--- src/rtl/vrl_pkg.sv ---
package vrl_pkg;

    localparam int REG_W  = 5;
    localparam int SZ_W   = 5;
    localparam int SP_W   = REG_W + 2;
    localparam int LMUL_W = 3;
    localparam int SEW_W  = 3;
    localparam logic [LMUL_W-1:0] LMUL_RSV    = 3'b100;
    localparam logic [LMUL_W-1:0] LMUL_MAXWID = 3'd2;
    localparam logic [SEW_W-1:0]  SEW_MAXWID  = 3'd2;

    typedef logic [REG_W-1:0] vreg_t;
    typedef logic [SZ_W-1:0]  gsize_t;
    typedef logic [SP_W-1:0]  span_t;

    typedef enum logic [2:0] {
        FMT_SAME     = 3'd0,
        FMT_MASKOUT  = 3'd1,
        FMT_WIDEN    = 3'd2,
        FMT_WIDEN_W  = 3'd3,
        FMT_NARROW   = 3'd4,
        FMT_GATHER   = 3'd5,
        FMT_COMPRESS = 3'd6
    } fmt_e;

    typedef struct packed {
        gsize_t gs;
        gsize_t dbl;
        gsize_t vd_sz;
        gsize_t vs2_sz;
        logic   lmul_rsv;
        logic   wide_ok;
    } geom_t;

    typedef struct packed {
        logic status;
        logic width;
        logic mask;
        logic align;
        logic overlap;
        logic distinct;
        logic fmt;
    } viol_t;

    function automatic span_t eff_size(gsize_t s);
        return (s == '0) ? span_t'(1) : span_t'(s);
    endfunction

    function automatic logic is_aligned(vreg_t r, gsize_t sz);
        return (sz == '0) || ((r & vreg_t'(sz - 1'b1)) == '0);
    endfunction

    function automatic logic spans_meet(span_t a, gsize_t asz, span_t b, gsize_t bsz);
        span_t ea = eff_size(asz);
        span_t eb = eff_size(bsz);
        span_t ae = a + ea;
        span_t be = b + eb;
        span_t hi = (ae > be) ? ae : be;
        span_t lo = (a < b) ? a : b;
        return (hi - lo) < (ea + eb);
    endfunction

    function automatic logic spans_meet_wide(span_t a, gsize_t asz, span_t b, gsize_t bsz);
        span_t eb = eff_size(bsz);
        if (a < b && spans_meet(a, asz, b, bsz) && !spans_meet(a, asz, b + eb, bsz))
            return 1'b0;
        return spans_meet(a, asz, b, bsz);
    endfunction

endpackage

--- src/rtl/vrl_policy_unit.sv ---
module vrl_policy_unit
    import vrl_pkg::*;
(
    input  logic [2:0]       fmt_code,
    input  vreg_t            vd,
    input  vreg_t            vs1,
    input  vreg_t            vs2,
    input  logic             unmasked,
    input  logic             src1_vec,
    input  logic [SEW_W-1:0] sew_code,
    input  logic             cfg_illegal,
    input  logic             vec_enable,
    input  logic             fp_op,
    input  logic             carry_op,
    input  geom_t            geom,
    output logic             status_bad,
    output logic             width_bad,
    output logic             mask_bad,
    output logic             distinct_bad,
    output logic             fmt_bad
);
    logic is_wide_narrow, mask_rule;

    always_comb begin
        is_wide_narrow = (fmt_code == FMT_WIDEN) || (fmt_code == FMT_WIDEN_W) ||
                         (fmt_code == FMT_NARROW);
        mask_rule      = (fmt_code == FMT_SAME) || is_wide_narrow || (fmt_code == FMT_GATHER);
        status_bad     = !vec_enable || cfg_illegal || geom.lmul_rsv;
        width_bad      = (is_wide_narrow && (!geom.wide_ok || sew_code > SEW_MAXWID)) ||
                         (fp_op && sew_code == '0);
        mask_bad       = (mask_rule && !unmasked && vd == '0) || (carry_op && vd == '0);
        case (fmt_code)
            FMT_GATHER:   distinct_bad = (vd == vs2) || (src1_vec && vd == vs1);
            FMT_COMPRESS: distinct_bad = (vd == vs2);
            default:      distinct_bad = 1'b0;
        endcase
        fmt_bad        = (fmt_code > FMT_COMPRESS);
    end
endmodule

--- config.mk ---
export PLATFORM = sky130hd
export DESIGN_NAME = vrl_policy_unit
export DESIGN_NICKNAME = d
export VERILOG_FILES = /design/src/rtl/vrl_pkg.sv /design/src/rtl/vrl_policy_unit.sv
export SDC_FILE = /design/constraint.sdc
export NUM_CORES = 1
export LEC_CHECK = 0
export BUFFER_PORTS_ARGS = -buffer_cell sky130_fd_sc_hd__buf_4
export CAP_MARGIN = 20
export CORE_AREA = 8 8 45 47
export DETAILED_ROUTE_END_ITERATION = 7
export DIE_AREA = 0 0 53 55
export GPL_TIMING_DRIVEN = 0
export PLACE_DENSITY = 0.73
export SYNTH_ARGS = -nofsm -noshare
export SYNTH_HDL_FRONTEND = slang
export SYNTH_SLANG_ARGS = --single-unit
--- constraint.sdc ---
create_clock -name vclk -period 0.8
set_clock_uncertainty 0.15 [all_clocks]
set_input_delay 0 -clock vclk [all_inputs]
set_output_delay 0 -clock vclk [all_outputs]
set_load 0.02 [all_outputs]
=== After elaboration in Yosys (flattened, before gate mapping) ===
Index checks and enable logic that the tools add are counted.

* Magnitude comparators: 2
* Eq/ne operators: 7
* Muxes and demuxes: 1
* Reduce and logical (&&, ||, !) cells: 22

{| class="wikitable"
|+ Operators with widths
! kind !! number
|-
| $eq A5 B5 Y1 || 2
|-
| $logic_or A1 B1 Y1 || 10
|-
| $eq A3 B3 Y1 const B || 3
|-
| $eq A3 B2 Y1 const B || 2
|-
| $logic_and A1 B1 Y1 || 6
|-
| $logic_not A3 Y1 || 2
|-
| $logic_not A5 Y1 || 1
|-
| $gt A3 B2 Y1 const B || 1
|-
| $gt A3 B3 Y1 const B || 1
|-
| $logic_not A1 Y1 || 3
|-
| $pmux W1 S2 || 1
|}

* Bits in registers: 0

=== Longest topological paths before layout ===
* Depth in word-level cells: 8
* Gate-level depth with buffers: 3

=== Worst setup path before layout ===
OpenSTA, ideal clock, no wires.

* Kind: input-to-output
* From: in vd[0]
* To: out mask_bad
* Arrival: 1.014 ns
* Path slack: -0.364 ns
* Stages: 2
* Path buffers: 0
* Path through: or4_1 -> nor3_1

* Cells in the longest elaborated chain, start to end: 3
* Elaborated cells between the ends (all ways): 4
* Those cells by class: reduce/logical: 4

{| class="wikitable"
|+ RTL lines
! item !! RTL line !! text
|-
| start: declaration || vrl_policy_unit.sv:5 || <nowiki>input vreg_t vd,</nowiki>
|-
| $logic_not A5 Y1 * || vrl_policy_unit.sv:31 || <nowiki>mask_bad = (mask_rule && !unmasked && vd == '0) || (carry_op && vd == '0);</nowiki>
|-
| $logic_and A1 B1 Y1 || vrl_policy_unit.sv:31 ||
|-
| $logic_or A1 B1 Y1 * || vrl_policy_unit.sv:31 ||
|-
| end: declaration || vrl_policy_unit.sv:18 || <nowiki>output logic mask_bad,</nowiki>
|}

Mark *: on every way between the ends. The rest lies on a longest branch, timed or not.

=== Worst setup path after layout ===
* From: in vd[4]
* To: out mask_bad

Same word-level chain as after synthesis.

==> metrics.md <==
| Metric | Value |
|---|---|
| FFs & Latches | `0` |
| Die width | `53 microns` |
| Final WS setup | `-0.2928 ns` |
| Failing checks | `negative setup slack` |
| Placed Instance Area | `524.3 sq um` |
| Largest area contributor in the netlist | `xnor2_1` |
| Net Count, Synth | `79` |
| Design Area, Final | `611.8 sq um` |
| Via count | `365` |
| Number of port buffers | `34` |
| Gpl congestion | `0.7565` |
| Final #Nets | `117` |
| # rows | `14` |
| Worst path required time | `0.65 ns` |
| Placed cell count | `80` |
| Sequential power share | `0%` |
| Crit share post-route | `136.6%` |
| DP HPWL | `873.7 microns` |
| Finished Layout Cells | `82` |
| GRT Total Usage | `5.889%` |
| CP endpoint kind | `output pin` |
| Vias in the first global route | `364` |
| Initial drt markers | `0` |
| Routed length per instance | `13.38 microns` |
| Antenna-violating nets left | `0` |
| Final Hold Fails | `0` |
| Synth top area cells | `xnor2_1 (40%), nand4_1 (8.6%), or3b_2 (8.0%), a21oi_1 (4.6%), mux2i_1 (4.6%)` |
| Total die area | `2915 sq um` |
| Vias per inst | `4.451` |
| Tightest Pin Transition | `0.4104 ns` |
| Logic pwr share | `100.0%` |
| Switching power share of the total | `35.76%` |
| Max-cap violations | `0` |
| CP max FO | `2` |
| Normalized max-slew margin | `72.48%` |
| Drt first pass iters | `1` |
| Grt ovf | `0` |
| Final WL | `1097 microns` |
| Area grow syn2layout | `179.4%` |
| Wire length of the first global-routing pass | `1435 microns` |
| Largest net degree at the start of global routing | `8` |
| Critical path type | `input pin to output pin` |
| Outcome | `finished, violations left` |
| Initial core utilization | `15.82%` |
| Syn Inst Count | `30` |
| Sequential share of the synthesized area | `0%` |
| I/O pin cnt | `54` |
| Number of clock buffers in the layout | `0` |
| Register area | `0 sq um` |
| Post-synth top area share | `40.00%` |
| Vert. Die Dim | `55 microns` |
| Synthesized area | `219.0 sq um` |
| Pleak | `0.2834 nW` |
| Final min period | `1.093 ns` |
| Sw Pwr | `0.1113 mW` |
| Mean Syn Cell Area | `7.299 sq um` |
| Clock share of power | `0%` |
| Setup Viol. Count Final | `3` |
| Ratio of cells with drive above 1 in the final layout | `71.21%` |
| Setup TNS | `-0.7038 ns` |
| RSZ-0062 raised after global routing | `true` |
| Internal | `0.1999 mW` |
| CORE AREA | `1384 sq um` |
| CP startpoint kind | `input pin` |
| Fillers | `148` |
| Hold Crit Class | `input pin to output pin` |
| Yosys synthesis warning count | `0` |
| Pwr per Cell Area | `508.5 nW/um^2` |
| Fmax achieved | `0.9151 GHz` |
| Critical path arrival | `0.94 ns` |
| Max-slew violations | `0` |
| Hold bufs inserted after CTS | `0` |
| Final hold slack | `0.1339 ns` |
| Maximum vdd drop | `0.1960 mV` |
| Post-synth cell types | `17` |
| Initial antenna violation count | `0` |
| DRC Markers | `0` |
| Place WS | `-0.3715 ns` |
| # diodes | `0` |
-- critical path, cell delays in order --
cell and delay (ns):
buf_8 0.09, or4_4 0.54, nor3_4 0.18, buf_6 0.14
-- Yosys cell counts --
library cell	number
or4b_2	1
xnor2_1	10
nand3_1	1
o21ai_0	1
or3b_2	2
nand4_1	3
inv_1	1
o22ai_1	1
or4_1	1
a211oi_1	1
nor2_1	1
and3_1	1
nor2b_1	1
a21oi_1	2
xor2_1	1
nor3_1	1
mux2i_1	1
-- logic make-up (layout without fill, tap and decap cells) --
group | after synthesis | count (layout) | share of synthesized area [%]
xor gates and xnor gates | 11 | 11 | 44.00
and+or+nand+nor | 12 | 12 | 36.57
muxes | 1 | 1 | 4.572
AOI/OAI and AO/OA | 5 | 5 | 13.14
buffers and inverters | 1 | 37 | 1.713
-- worst paths after layout --
| check | slack, ns | startpoint | end | depth (start not counted) |
|---|---|---|---|---|
| worst max-delay path | -0.29 | vd[4] | mask_bad | 4 |
| worst min-delay path | 0.13 | geom[1] | status_bad | 3 |
-- power by group through the flow --
stage	Sequential [mW]	Combinational, mW	Clock, mW
detailed placement	0	0.262	0
global placement	0	0.257	0
floorplan	0	0.104	0
finish	0	0.311	0
CTS	0	0.291	0
global route	0	0.333	0
-- through the flow --
stage	utilization, %	total power [mW]
after floorplan	-	0.1036
after global placement	37.88	0.2575
after detailed placement	37.88	0.2621
after CTS	41.77	0.2911
after global routing	44.21	0.3335
final	44.21	0.3111
-- layout make-up --
| cell class | instances | area (sq um) | share of cell area, % |
|---|---|---|---|
| Tap cell | 16 | 20.02 | 3.272 |
| Inverter | 1 | 3.754 | 0.6135 |
| Timing Repair Buffer | 36 | 304.0 | 49.69 |
| Multi-Input combinational cell | 29 | 284.0 | 46.42 |
-- cells in the final DEF (no fill, tap or decap), types with 2 or more instances in the layout --
cell / instances
or3b_4: 2
xnor2_2: 4
nand4_1: 3
buf_4: 28
xnor2_1: 6
buf_6: 7
-- what timing repair did --
| action | in CTS | in global routing |
|---|---|---|
| gates resized for setup | 12 | 4 |
| setup endpoints to repair | 4 | 3 |
| buffers inserted | 1 | 1 |
| pin swaps | 7 | 2 |
-- layer usage --
layer  global-route usage, %  wire length (microns)
met1                   7.402                    370
met2                   10.16                    584
met5                       0                      0
met3                   1.872                    142
met4                       0                      0
No activity file was read; power rests on OpenSTA's default activity.
